==> src/rtl/i2c_rd_pkg.sv <==
package i2c_rd_pkg;
  parameter int ADDR_W = 8;
  typedef logic [ADDR_W-1:0] addr_t;

  typedef enum logic [2:0] {
    PH_IDLE, PH_RX, PH_ACK, PH_TX, PH_MACK
  } phase_t;

  typedef enum logic [1:0] {
    RK_SLA, RK_REG, RK_DAT
  } rx_kind_t;

  // Out-of-window values fall back to the window base.
  function automatic addr_t win_clamp(input addr_t a, input addr_t lo, input addr_t hi);
    return (a < lo || a > hi) ? lo : a;
  endfunction

  // Successor inside the window, wrapping at the top.
  function automatic addr_t win_next(input addr_t a, input addr_t lo, input addr_t hi);
    return (a >= hi || a < lo) ? lo : a + addr_t'(1);
  endfunction
endpackage

==> src/rtl/i2c_line_sync.sv <==
module i2c_line_sync #(
  parameter int STAGES = 2
) (
  input  logic clk,
  input  logic rst_n,
  input  logic scl_in,
  input  logic sda_in,
  output logic sda_s,
  output logic scl_rise,
  output logic scl_fall,
  output logic start_det,
  output logic stop_det
);
  logic [STAGES-1:0] scl_q, sda_q;
  logic scl_s, scl_p, sda_p;

  always_ff @(posedge clk or negedge rst_n) begin
    if (!rst_n) begin
      scl_q <= '1;
      sda_q <= '1;
      scl_p <= 1'b1;
      sda_p <= 1'b1;
    end else begin
      scl_q <= {scl_q[STAGES-2:0], scl_in};
      sda_q <= {sda_q[STAGES-2:0], sda_in};
      scl_p <= scl_s;
      sda_p <= sda_s;
    end
  end

  assign scl_s     = scl_q[STAGES-1];
  assign sda_s     = sda_q[STAGES-1];
  assign scl_rise  = scl_s & ~scl_p;
  assign scl_fall  = ~scl_s & scl_p;
  assign start_det = scl_s & scl_p & sda_p & ~sda_s;
  assign stop_det  = scl_s & scl_p & ~sda_p & sda_s;
endmodule

==> src/rtl/win_addr_ctr.sv <==
module win_addr_ctr
  import i2c_rd_pkg::*;
#(
  parameter addr_t LO = 8'h62,
  parameter addr_t HI = 8'h68
) (
  input  logic  clk,
  input  logic  rst_n,
  input  logic  load_en,
  input  addr_t load_val,
  input  logic  step,
  output addr_t addr
);
  always_ff @(posedge clk or negedge rst_n) begin
    if (!rst_n)       addr <= LO;
    else if (load_en) addr <= win_clamp(load_val, LO, HI);
    else if (step)    addr <= win_next(addr, LO, HI);
  end
endmodule

==> src/rtl/i2c_rd_engine.sv <==
module i2c_rd_engine
  import i2c_rd_pkg::*;
#(
  parameter logic [4:0] SLA_PREFIX = 5'b10110,
  parameter addr_t      WIN_LO     = 8'h62,
  parameter addr_t      WIN_HI     = 8'h68,
  parameter int         SYNC_STAGES = 2
) (
  input  logic        clk,
  input  logic        rst_n,
  input  logic        scl_in,
  input  logic        sda_in,
  output logic        sda_oe,
  input  logic [1:0]  addr_sel,
  output addr_t       mem_addr,
  input  logic [7:0]  mem_rdata
);
  localparam int BITS     = 8;
  localparam int CNT_W    = $clog2(BITS + 1);
  localparam logic [CNT_W-1:0] LAST = CNT_W'(BITS);

  logic sda_s, scl_rise, scl_fall, start_det, stop_det;
  phase_t   phase;
  rx_kind_t kind;
  logic [CNT_W-1:0] bit_cnt;
  logic [7:0] shreg;
  logic rd_mode, mack_ok;
  logic [6:0] own_sla;

  // Named internal events for the checker.
  logic byte_load, ctr_set, wr_step, bus_idle, rx_done;
  addr_t ctr_addr;

  i2c_line_sync #(.STAGES(SYNC_STAGES)) u_sync (
    .clk(clk), .rst_n(rst_n), .scl_in(scl_in), .sda_in(sda_in),
    .sda_s(sda_s), .scl_rise(scl_rise), .scl_fall(scl_fall),
    .start_det(start_det), .stop_det(stop_det)
  );

  assign own_sla   = {SLA_PREFIX, addr_sel};
  assign bus_idle  = (phase == PH_IDLE);
  assign rx_done   = (phase == PH_RX) && scl_fall && (bit_cnt == LAST);
  assign ctr_set   = rx_done && (kind == RK_REG);
  assign wr_step   = rx_done && (kind == RK_DAT);
  assign byte_load = scl_fall &&
                     (((phase == PH_ACK) && (kind == RK_SLA) && rd_mode) ||
                      ((phase == PH_MACK) && mack_ok));

  win_addr_ctr #(.LO(WIN_LO), .HI(WIN_HI)) u_ctr (
    .clk(clk), .rst_n(rst_n),
    .load_en(ctr_set), .load_val(shreg),
    .step(byte_load | wr_step),
    .addr(ctr_addr)
  );

  assign mem_addr = ctr_addr;

  always_ff @(posedge clk or negedge rst_n) begin
    if (!rst_n) begin
      phase   <= PH_IDLE;
      kind    <= RK_SLA;
      bit_cnt <= '0;
      shreg   <= '0;
      rd_mode <= 1'b0;
      mack_ok <= 1'b0;
      sda_oe  <= 1'b0;
    end else if (start_det) begin
      phase   <= PH_RX;
      kind    <= RK_SLA;
      bit_cnt <= '0;
      sda_oe  <= 1'b0;
    end else if (stop_det) begin
      phase  <= PH_IDLE;
      sda_oe <= 1'b0;
    end else begin
      case (phase)
        PH_RX: begin
          if (scl_rise && bit_cnt != LAST) begin
            shreg   <= {shreg[6:0], sda_s};
            bit_cnt <= bit_cnt + CNT_W'(1);
          end else if (rx_done) begin
            if (kind != RK_SLA || shreg[7:1] == own_sla) begin
              if (kind == RK_SLA) rd_mode <= shreg[0];
              sda_oe <= 1'b1;
              phase  <= PH_ACK;
            end else begin
              phase <= PH_IDLE;
            end
          end
        end
        PH_ACK: begin
          if (byte_load) begin
            shreg   <= {mem_rdata[6:0], 1'b0};
            sda_oe  <= ~mem_rdata[7];
            bit_cnt <= CNT_W'(1);
            phase   <= PH_TX;
          end else if (scl_fall) begin
            sda_oe  <= 1'b0;
            bit_cnt <= '0;
            phase   <= PH_RX;
            kind    <= (kind == RK_SLA) ? RK_REG : RK_DAT;
          end
        end
        PH_TX: begin
          if (scl_fall) begin
            if (bit_cnt == LAST) begin
              sda_oe  <= 1'b0;
              bit_cnt <= '0;
              phase   <= PH_MACK;
            end else begin
              sda_oe  <= ~shreg[7];
              shreg   <= {shreg[6:0], 1'b0};
              bit_cnt <= bit_cnt + CNT_W'(1);
            end
          end
        end
        PH_MACK: begin
          if (scl_rise) mack_ok <= ~sda_s;
          if (byte_load) begin
            shreg   <= {mem_rdata[6:0], 1'b0};
            sda_oe  <= ~mem_rdata[7];
            bit_cnt <= CNT_W'(1);
            phase   <= PH_TX;
          end else if (scl_fall) begin
            phase <= PH_IDLE;
          end
        end
        default: phase <= PH_IDLE;
      endcase
    end
  end
endmodule

==> config.mk <==
export PLATFORM = sky130hd
export DESIGN_NAME = i2c_rd_engine
export DESIGN_NICKNAME = d
export VERILOG_FILES = /design/src/rtl/i2c_rd_pkg.sv /design/src/rtl/i2c_line_sync.sv /design/src/rtl/win_addr_ctr.sv /design/src/rtl/i2c_rd_engine.sv
export SDC_FILE = /design/constraint.sdc
export NUM_CORES = 1
export LEC_CHECK = 0
export CAP_MARGIN = 0
export CORE_MARGIN = 5
export CORE_UTILIZATION = 43
export DETAILED_ROUTE_END_ITERATION = 8
export PLACE_DENSITY = 0.63
export SYNTH_ARGS = -nofsm -noshare
export SYNTH_HDL_FRONTEND = slang
export SYNTH_SLANG_ARGS = --single-unit
==> constraint.sdc <==
create_clock -name clk -period 6.9 [get_ports clk]
set_clock_uncertainty 0.1 [all_clocks]
set_input_delay 1.725 -clock clk [delete_from_list [all_inputs] [get_ports clk]]
set_output_delay 1.725 -clock clk [all_outputs]
set_load 0.01 [all_outputs]
==> results of run 1 <==
==> through the flow <==
stage | instance area (um^2) | worst slack (ns)
2_1_floorplan | 2030 | 3.91
3_3_place_gp | 2260 | 3.42
3_5_place_dp | 2260 | 3.41
4_1_cts | 2350 | 3.61
5_1_grt | 2350 | 3.59
6_report | 2350 | 3.63
==> logic make-up after synthesis <==
group / after synthesis
AO/OA/AOI/OAI: 52
XOR/XNOR: 4
adder cells (fa/ha/maj): 3
buffers and inverters: 15
flip-flops: 34
multiplexers: 19
AND/OR/NAND/NOR: 65
==> power groups by stage <==
stage               Clock [uW]  Combinational (uW)  Sequential, uW
floorplan                    0                 260             311
global placement             0                 312             327
detailed placement           0                 322             331
CTS                        151                 324             328
global route               158                 353             339
finish                     143                 321             329
==> Yosys cell counts, types with 2 or more instances <==
master and instances:
nor3b_2 3, a31oi_1 4, dfstp_2 9, a32o_1 2
o21a_1 3, mux2_1 6, nand2b_1 3, o21ai_0 5
and3_1 3, nand2_1 12, dfrtp_1 25, buf_2 5
nor2_1 15, o22ai_1 2, nor2b_1 5, inv_1 6
ha_1 3, and3_2 2, a211oi_1 3, xor2_1 3
o22a_1 2, a221oi_1 2, nand4_1 2, a22o_1 2
a21oi_1 9, buf_6 2, a21o_1 4, mux2_2 7
nand3_1 4, and4_1 2, o31ai_1 2, mux2i_1 5
buf_4 2
==> registers in the layout, summed over array words and instances (netlist names) <==
name / count
mack_ok: 1
phase: 3
bit_cnt: 4
shreg: 8
rd_mode: 1
u_ctr.addr: 8
sda_oe: 1
u_sync.scl_p: 1
u_sync.scl_q: 2
u_sync.sda_q: 2
kind: 2
u_sync.sda_p: 1
==> metal layers <==
layer  global-route usage (%)  vias up  wire [um]
li1                         -      759          -
met5                        0        -          0
met2                     22.7       42       2040
met1                     20.9      791       2020
met3                     3.74        5        221
met4                     5.24        0         59
==> final cells by class <==
class	count	area, um^2	share of cell area, %
Sequential cell	34	862	36.7
Multi-Input combinational cell	143	1080	46.2
Inverter	6	22.5	0.959
Clock inverter	1	7.51	0.320
Timing Repair Buffer	23	228	9.70
Clock buffer	7	76.3	3.25
Tap cell	54	67.6	2.88
==> worst max path at each step <==
stage	from	to	slack (ns)	cells after the start
2_1_floorplan	addr_sel[1]	rd_mode$_DFFE_PN0P_	3.91	4
3_3_place_gp	addr_sel[1]	rd_mode$_DFFE_PN0P_	3.42	5
3_5_place_dp	addr_sel[1]	rd_mode$_DFFE_PN0P_	3.41	5
4_1_cts	u_ctr.addr[1]$_DFFE_PN1P_	mem_addr[1]	3.61	1
5_1_grt	u_ctr.addr[1]$_DFFE_PN1P_	mem_addr[1]	3.59	1
6_report	u_ctr.addr[1]$_DFFE_PN1P_	mem_addr[1]	3.63	1
==> out/results.tsv, run 1 <==
metric	value	unit
maxSlewViolCount	0	
p_sw	297	uW
endpoint_kind	primary output	
die_area	6200	um^2
cts_buffers	5	
firstDrtPassIters	4	
hold_slack	0.258	ns
grt_usage	15.0	%
clkTransAtPathRegs	0.08	ns
rows	25	
cts-root-buf	clkbuf_8	
netlist_instances	192	
antenna_found_initial	0	
place_hpwl	3.10	mm
max-cap-violations	0	
grt_max_degree	35	
cts_tree	yes	
finalSetupTns	0	ns
reg2reg_depth	4	
cp_slowest_cell	dfstp_2	
clock_latency	0.29	ns
max_slew_margin	41.6	%
worstPathMaxFanout	5	
slowest_delay	0.58	ns
syn_to_final_growth	15.6	%
globalplace.congestion	0.823	
yosysTopAreaCell	dfrtp_1	
hold_buffers	0	
port_buffers	22	
worst_pin_slew	0.873	ns
combPwrFrac	40.5	%
crit_chain	clkdlybuf4s50_1	
synth_top_family_by_area	compound AO/OA/AOI/OAI gates	
hold_path_class	reg -> reg	
drc_errors	0	
async_reset_ff_share	100	%
period_minus_slack	3.27	ns
cp_data_arrival_time	1.44	ns
p_leak	0.00102	uW
layoutNonFillerInstCount	268	
critPathKind	reg -> out	
cts_num_sinks	34	
hold_path_end	u_sync.sda_q[1]$_DFF_PN1_	
final_layout_size_suffix_gt1_share	20.1	%
synth_mux_area_share	10.4	%
syn_nets	209	
synth_fa_ha_area_share	1.85	%
synth_cell_types	61	
drt_wl_total	4.34	mm
finalSetupViolCount	0	
drtIter0Drc	170	
postCtsSetupBuffers	0	
synthXorXnorAreaFrac	1.73	%
vias_per_cell	5.96	
grt_pass1_vias	1501	
final_cell_mix	25 x dfrtp_1, 22 x clkdlybuf4s50_1, 15 x nor2_1, 12 x nand2_1	
synth_area_leaders	dfrtp_1 31%, dfstp_2 12%, mux2_2 3.9%	
critPathRequiredTime	5.08	ns
cp.buffers_inverters	1	
rsz0062_at_grt	false	
hold_depth	0	
num_vias	1597	
power_switching_share	37.5	%
ir_drop	0.149	mV
yosys.area_share.simple	19.7	%
antenna_cells	0	
hold_violations	0	
cp-start-kind	flip-flop	
seq_power_share	41.5	%
ys.flop_type	dfrtp_1	
synth_area	2030	um^2
fill_cells	424	
cts.path.max_buffers	2	
cts_max_level	2	
yosysSeqAreaShare	42.5	%
p_int	496	uW
reg2reg_slack	4.34	ns
syn_avg_cell_area	10.6	um^2
die_y	78.7	um
ios	23	
clockPowerShare	18.0	%
fmax	306	MHz
start_util	43.6	%
core_area	4660	um^2
fin_crit_sh	47.3	%
rr_startpoint	phase[0]$_DFFE_PN0P_	
numPlacedInstances	260	
synth_edf_count	0	
die_w	78.7	um
synth_top_area_share	30.8	%
grt-ovfl-total	0	
hold_start	u_sync.sda_q[0]$_DFF_PN1_	
mostFrequentLayoutCell	dfrtp_1	
ant_nets	0	
status	completed	
ys_ff_latch	34	
r2r_end	shreg[5]$_DFFE_PN0P_	
p_total	793	uW
fin_nets	230	
wl_per_cell	16.2	um
cp_top_family	flip-flops	
finish.utilization	50.4	%
cellPowerDensity	338	nW/um^2
synth.yosys.warnings	0	
grt_first_pass_wirelength	7.41	mm
synth_compound_area_share	19.7	%
cts_resized	0	
Power figures use the tool's default switching activity.
==> inputs of run 2 (changes only) <==
--- a/config.mk
+++ b/config.mk
@@ -9,7 +9,7 @@
 export CORE_MARGIN = 5
 export CORE_UTILIZATION = 43
 export DETAILED_ROUTE_END_ITERATION = 8
-export PLACE_DENSITY = 0.63
+export PLACE_DENSITY = 0.65
 export SYNTH_ARGS = -nofsm -noshare
 export SYNTH_HDL_FRONTEND = slang
 export SYNTH_SLANG_ARGS = --single-unit
==> constraint.sdc (replaced) <==
create_clock -name clk -period 2.8 [get_ports clk]
set_clock_uncertainty 0.1 [all_clocks]
set_input_delay 0.7 -clock clk [delete_from_list [all_inputs] [get_ports clk]]
set_output_delay 0.7 -clock clk [all_outputs]
set_load 0.01 [all_outputs]
==> run 2 against run 1 <==
Register-to-register slack worse by 3.9 ns; routed wire length decreased by 0.71%; cell count rose by 1.5%; worst setup slack worse by 3.2 ns; clock-buffer cell count stayed put; critical endpoint is now shreg[2]$_DFFE_PN0P_; largest cell class unchanged.
==> out/results.tsv, run 2 (same netlist as run 1, synthesis figures left out) <==
metric	value	unit	change
status	completed		
critPathKind	reg -> reg		
maxSlewViolCount	0		unchanged
grt_first_pass_wirelength	7.50	mm	+1.2%
gr-usage-met1	21.4	%	+0.52 points
cts.path.max_buffers	2		unchanged
final_layout_size_suffix_gt1_share	22.0	%	+1.9 points
cts_max_level	2		unchanged
rr_startpoint	u_sync.scl_p$_DFF_PN1_		
cellPowerDensity	866	nW/um^2	+160%
numPlacedInstances	264		+1.5%
port_buffers	22		unchanged
postCtsSetupBuffers	0		unchanged
die_y	78.7	um	unchanged
ir_drop	0.468	mV	+210%
num_vias	1544		-3.3%
cts_tree	yes		
antenna_cells	0		unchanged
firstDrtPassIters	4		unchanged
max_slew_margin	54.5	%	+13 points
hold_violations	0		unchanged
grt_pass1_vias	1506		+0.33%
dp_worst_setup_slack	0.326	ns	-3.08 ns
grt_util_met2	23.2	%	+0.51 points
clkTransAtPathRegs	0.07	ns	about the same
ios	23		unchanged
hold_buffers	0		unchanged
antenna_found_initial	0		unchanged
core_area	4660	um^2	unchanged
final_cell_mix	25 x dfrtp_1, 22 x clkdlybuf4s50_1, 15 x nor2_1, 12 x nand2_1		
multi_input_area	1080	um^2	unchanged
p_leak	0.00106	uW	+4.0%
finalSetupViolCount	0		unchanged
final-seq-area	862	um^2	unchanged
rows	25		unchanged
fmax	422	MHz	
worstPathMaxFanout	8		+3
fin_crit_sh	84.7	%	
max-cap-violations	0		unchanged
cp_data_arrival_time	2.45	ns	+1.01 ns
cts_resized	0		unchanged
place_hpwl	3.05	mm	-1.6%
hold_start	u_sync.sda_q[0]$_DFF_PN1_		
drc_errors	0		unchanged
fin_nets	234		+1.7%
period_minus_slack	2.37	ns	
grt_usage	15.6	%	+0.61 points
ant_nets	0		unchanged
layoutNonFillerInstCount	272		+1.5%
critPathRequiredTime	2.88	ns	-2.20 ns
design_area	2410	um^2	+2.7%
die_area	6200	um^2	unchanged
endpoint_kind	flip-flop		
grt-ovfl-total	0		unchanged
gr-usage-met3	4.20	%	+0.45 points
top_usage_layer	met2		
clock_latency	0.29	ns	about the same
globalplace.congestion	0.849		+3.1%
hold_slack	0.256	ns	-0.00155 ns
grt_max_degree	35		unchanged
vias_per_cell	5.68		-4.7%
worst_pin_slew	0.680	ns	-0.192 ns
cts-root-buf	clkbuf_8		
rsz0062_at_grt	false		
setup_ws	0.428	ns	-3.21 ns
mostFrequentLayoutCell	dfrtp_1		
placed_cell_area	2290	um^2	+1.3%
reg.largest.list	shreg (8), u_ctr.addr (8), bit_cnt (4)		
cts_buffers	5		unchanged
fill_cells	427		+0.71%
drt_wl_total	4.31	mm	-0.71%
finalSetupTns	0	ns	unchanged
syn_to_final_growth	18.7	%	
die_w	78.7	um	unchanged
cts_num_sinks	34		unchanged
drtIter0Drc	88		-48%
hold_path_class	reg -> reg		
startpoint	u_sync.scl_p$_DFF_PN1_		
wl_per_cell	15.8	um	-2.2%
cp-start-kind	flip-flop		
start_util	43.6	%	unchanged
[run 2: path summary, 6_finish.rpt]
path,to,slack [ns],cells after the start
setup / recovery,shreg[2]$_DFFE_PN0P_,0.43,5
min in group asynchronous,shreg[3]$_DFFE_PN0P_,0.71,2
hold reg to reg,u_sync.sda_q[1]$_DFF_PN1_,0.26,0
setup reg to reg,shreg[2]$_DFFE_PN0P_,0.43,5
max in group asynchronous,u_sync.scl_q[0]$_DFF_PN1_,1.53,2
hold / removal,u_sync.sda_q[1]$_DFF_PN1_,0.26,0
[run 2: cell type report]
cell class                 instances  share of cell area (%)
clock inverter                     1                    1.25
inverter                           6                   0.935
multi-input combinational        143                    45.0
timing repair buffer              27                    10.7
sequential                        34                    35.8
clock buffer                       7                    3.58
tap                               54                    2.80
[run 2: layer usage]
layer | up-vias | wire length, um
met3 | 8 | 170
met2 | 27 | 1920
met1 | 736 | 2120
met5 | - | 0
li1 | 773 | -
met4 | 0 | 104
[run 2: power by group]
part	switching [uW]	internal (uW)	leakage, uW
Sequential	169	638	0.000419
Combinational	385	425	0.000579
Clock	179	290	0.0000585
Total	733	1350	0.00106
[run 2: through the flow]
step           utilization, %  power [uW]
3_3_place_gp             49.2        1620
3_5_place_dp             49.2        1630
2_1_floorplan               -        1410
4_1_cts                  51.7        2110
5_1_grt                  51.7        2260
6_report                 51.7        2090
[run 2: critical path, cell delays in order (launching register included)]
cell     delay, ns
dfstp_2       0.59
or2b_2        0.38
a21oi_1       0.21
o31a_1        0.26
a21o_1        0.37
mux2_1        0.36
==> inputs of run 3 (changes only) <==
--- a/config.mk
+++ b/config.mk
@@ -9,7 +9,7 @@
 export CORE_MARGIN = 5
 export CORE_UTILIZATION = 43
 export DETAILED_ROUTE_END_ITERATION = 8
-export PLACE_DENSITY = 0.65
+export PLACE_DENSITY = 0.63
 export SYNTH_ARGS = -nofsm -noshare
 export SYNTH_HDL_FRONTEND = slang
 export SYNTH_SLANG_ARGS = --single-unit
==> constraint.sdc (replaced) <==
create_clock -name clk -period 2.37 [get_ports clk]
set_clock_uncertainty 0.1 [all_clocks]
set_input_delay 0.5925 -clock clk [delete_from_list [all_inputs] [get_ports clk]]
set_output_delay 0.5925 -clock clk [all_outputs]
set_load 0.01 [all_outputs]
==> run 3 against run 2 <==
Cell count grew 2.9%; combinational power is 36% higher; die area unchanged; register-to-register slack got worse by 0.32 ns; hold slack worse by 0.00070 ns; via count is 6.0% higher; largest power group unchanged; highest routed layer unchanged.
==> out/results.tsv, run 3 (same netlist as run 1, synthesis figures left out) <==
metric	value	unit	change
finalSetupViolCount	0		unchanged
hold_start	u_sync.scl_q[0]$_DFF_PN1_		
grt_usage	15.5	%	-0.093 points
cellPowerDensity	1010	nW/um^2	+17%
hold_slack	0.255	ns	-0.000696 ns
antenna_cells	0		unchanged
finalSetupTns	0	ns	unchanged
place_hpwl	3.43	mm	+12%
die_w	78.7	um	unchanged
r2r_end	u_ctr.addr[1]$_DFFE_PN1P_		
cp-start-kind	flip-flop		
clockPowerShare	17.7	%	-4.8 points
hold_violations	0		unchanged
hold_buffers	0		unchanged
port_buffers	22		unchanged
layoutNonFillerInstCount	280		+2.9%
hold_depth	0		unchanged
hold_path_class	reg -> reg		
seq_power_share	38.1	%	-0.6 points
syn_to_final_growth	21.2	%	
fin_nets	242		+3.4%
grt_first_pass_wirelength	7.67	mm	+2.3%
critPathKind	reg -> reg		
worstPathMaxFanout	7		-1
cts_resized	0		unchanged
start_util	43.6	%	unchanged
antenna_found_initial	0		unchanged
ant_nets	0		unchanged
final_cell_mix	25 x dfrtp_1, 22 x clkdlybuf4s50_1, 15 x nor2_1, 12 x nand2_1, 12 x buf_4		
period_minus_slack	2.26	ns	-0.108 ns
rsz0062_at_grt	false		
vias_per_cell	5.85		+3.0%
fmax	442	MHz	+4.8%
rr_startpoint	bit_cnt[0]$_DFFE_PN0P_		
num_vias	1637		+6.0%
endpoint_kind	flip-flop		
startpoint	bit_cnt[0]$_DFFE_PN0P_		
fill_cells	415		-2.8%
design_area	2460	um^2	+2.1%
cts.path.max_buffers	2		unchanged
wl_per_cell	16.2	um	+2.2%
die_y	78.7	um	unchanged
combPwrFrac	44.2	%	+5.4 points
firstDrtPassIters	4		unchanged
fin_crit_sh	95.5	%	+11 points
grt-ovfl-total	0		unchanged
hold_path_end	u_sync.scl_q[1]$_DFF_PN1_		
cts_max_level	2		unchanged
reg.largest.list	shreg (8), u_ctr.addr (8), bit_cnt (4)		
reg2reg_depth	7		+2
reg2reg_slack	0.11	ns	-0.32 ns
status	completed		
critPathRequiredTime	2.48	ns	-0.40 ns
ir_drop	0.452	mV	-3.5%
final_layout_size_suffix_gt1_share	25.2	%	+3.2 points
drc_errors	0		unchanged
clkTransAtPathRegs	0.07	ns	about the same
cts_num_sinks	34		unchanged
numPlacedInstances	272		+3.0%
clock_latency	0.28	ns	about the same
cts-root-buf	clkbuf_8		
die_area	6200	um^2	unchanged
cts_buffers	5		unchanged
globalplace.congestion	0.844		-0.55%
power_switching_share	36.3	%	+1.2 points
cp_data_arrival_time	2.38	ns	-0.07 ns
mostFrequentLayoutCell	dfrtp_1		
postCtsSetupBuffers	0		unchanged
max-cap-violations	0		unchanged
p_total	2480	uW	+19%
grt_pass1_vias	1663		+10%
maxSlewViolCount	0		unchanged
p_sw	902	uW	+23%
placed_cell_area	2370	um^2	+3.2%
grt_max_degree	35		unchanged
p_int	1580	uW	+17%
cts_tree	yes		
rows	25		unchanged
drt_wl_total	4.53	mm	+5.2%
drtIter0Drc	130		+48%
p_leak	0.00109	uW	+2.8%
max_slew_margin	70.0	%	+16 points
core_area	4660	um^2	unchanged
worst_pin_slew	0.448	ns	-0.232 ns
ios	23		unchanged
## run 3: cell count changes in the layout (fill, tap and decap cells not counted)
cell	delta
buf_12	+1
buf_4	+7
bufinv_16	-1
clkbuf_1	-1
clkinv_2	+1
clkinvlp_4	+1
## run 3: metal layers
metal | GRT usage [%] | part of all wire (%) | vias up
met5 | 0 | 0 | -
met4 | 6.64 | 2.0 | 0
li1 | - | - | 784
met2 | 25.8 | 50 | 34
met3 | 3.63 | 3.8 | 10
met1 | 19.3 | 45 | 809
## run 3: metrics by stage
step / utilization [%] / setup WS, ns
3_5_place_dp: 50.8 / 0.0172
5_1_grt: 52.8 / 0.0401
4_1_cts: 52.8 / 0.101
3_3_place_gp: 50.8 / 0.0255
2_1_floorplan: - / 0.197
6_report: 52.8 / 0.107
## run 3: how the worst max path moves through the flow
stage	cells after the start	end
after floorplan	8	u_ctr.addr[1]$_DFFE_PN1P_
after global placement	5	rd_mode$_DFFE_PN0P_
after detailed placement	5	rd_mode$_DFFE_PN0P_
after global routing	7	u_ctr.addr[1]$_DFFE_PN1P_
after CTS	7	u_ctr.addr[1]$_DFFE_PN1P_
final	7	u_ctr.addr[1]$_DFFE_PN1P_
## run 3: critical path, stage by stage (launching register included)
cell and delay (ns):
dfrtp_1 0.41, inv_1 0.07, ha_1 0.21, and3b_4 0.22
and4_1 0.21, or4_4 0.57, a2bb2oi_2 0.15, mux2_4 0.26
## run 3: final cells by class
| cell class | instances | area [um^2] | share of cell area, % |
|---|---|---|---|
| inverters | 6 | 22.5 | 0.915 |
| repair buffers | 35 | 330 | 13.4 |
| multi-input cells | 143 | 1080 | 44.0 |
| clock inverters | 2 | 12.5 | 0.508 |
| well taps | 54 | 67.6 | 2.75 |
| flip-flops and latches | 34 | 862 | 35.0 |
| clock buffers | 6 | 82.6 | 3.36 |
## run 3: power groups by stage
stage,registers [uW],logic (uW),clock network [uW]
2_1_floorplan,905,757,0
3_3_place_gp,940,1060,0
3_5_place_dp,954,1100,0
4_1_cts,943,1100,460
5_1_grt,973,1200,484
6_report,947,1100,439
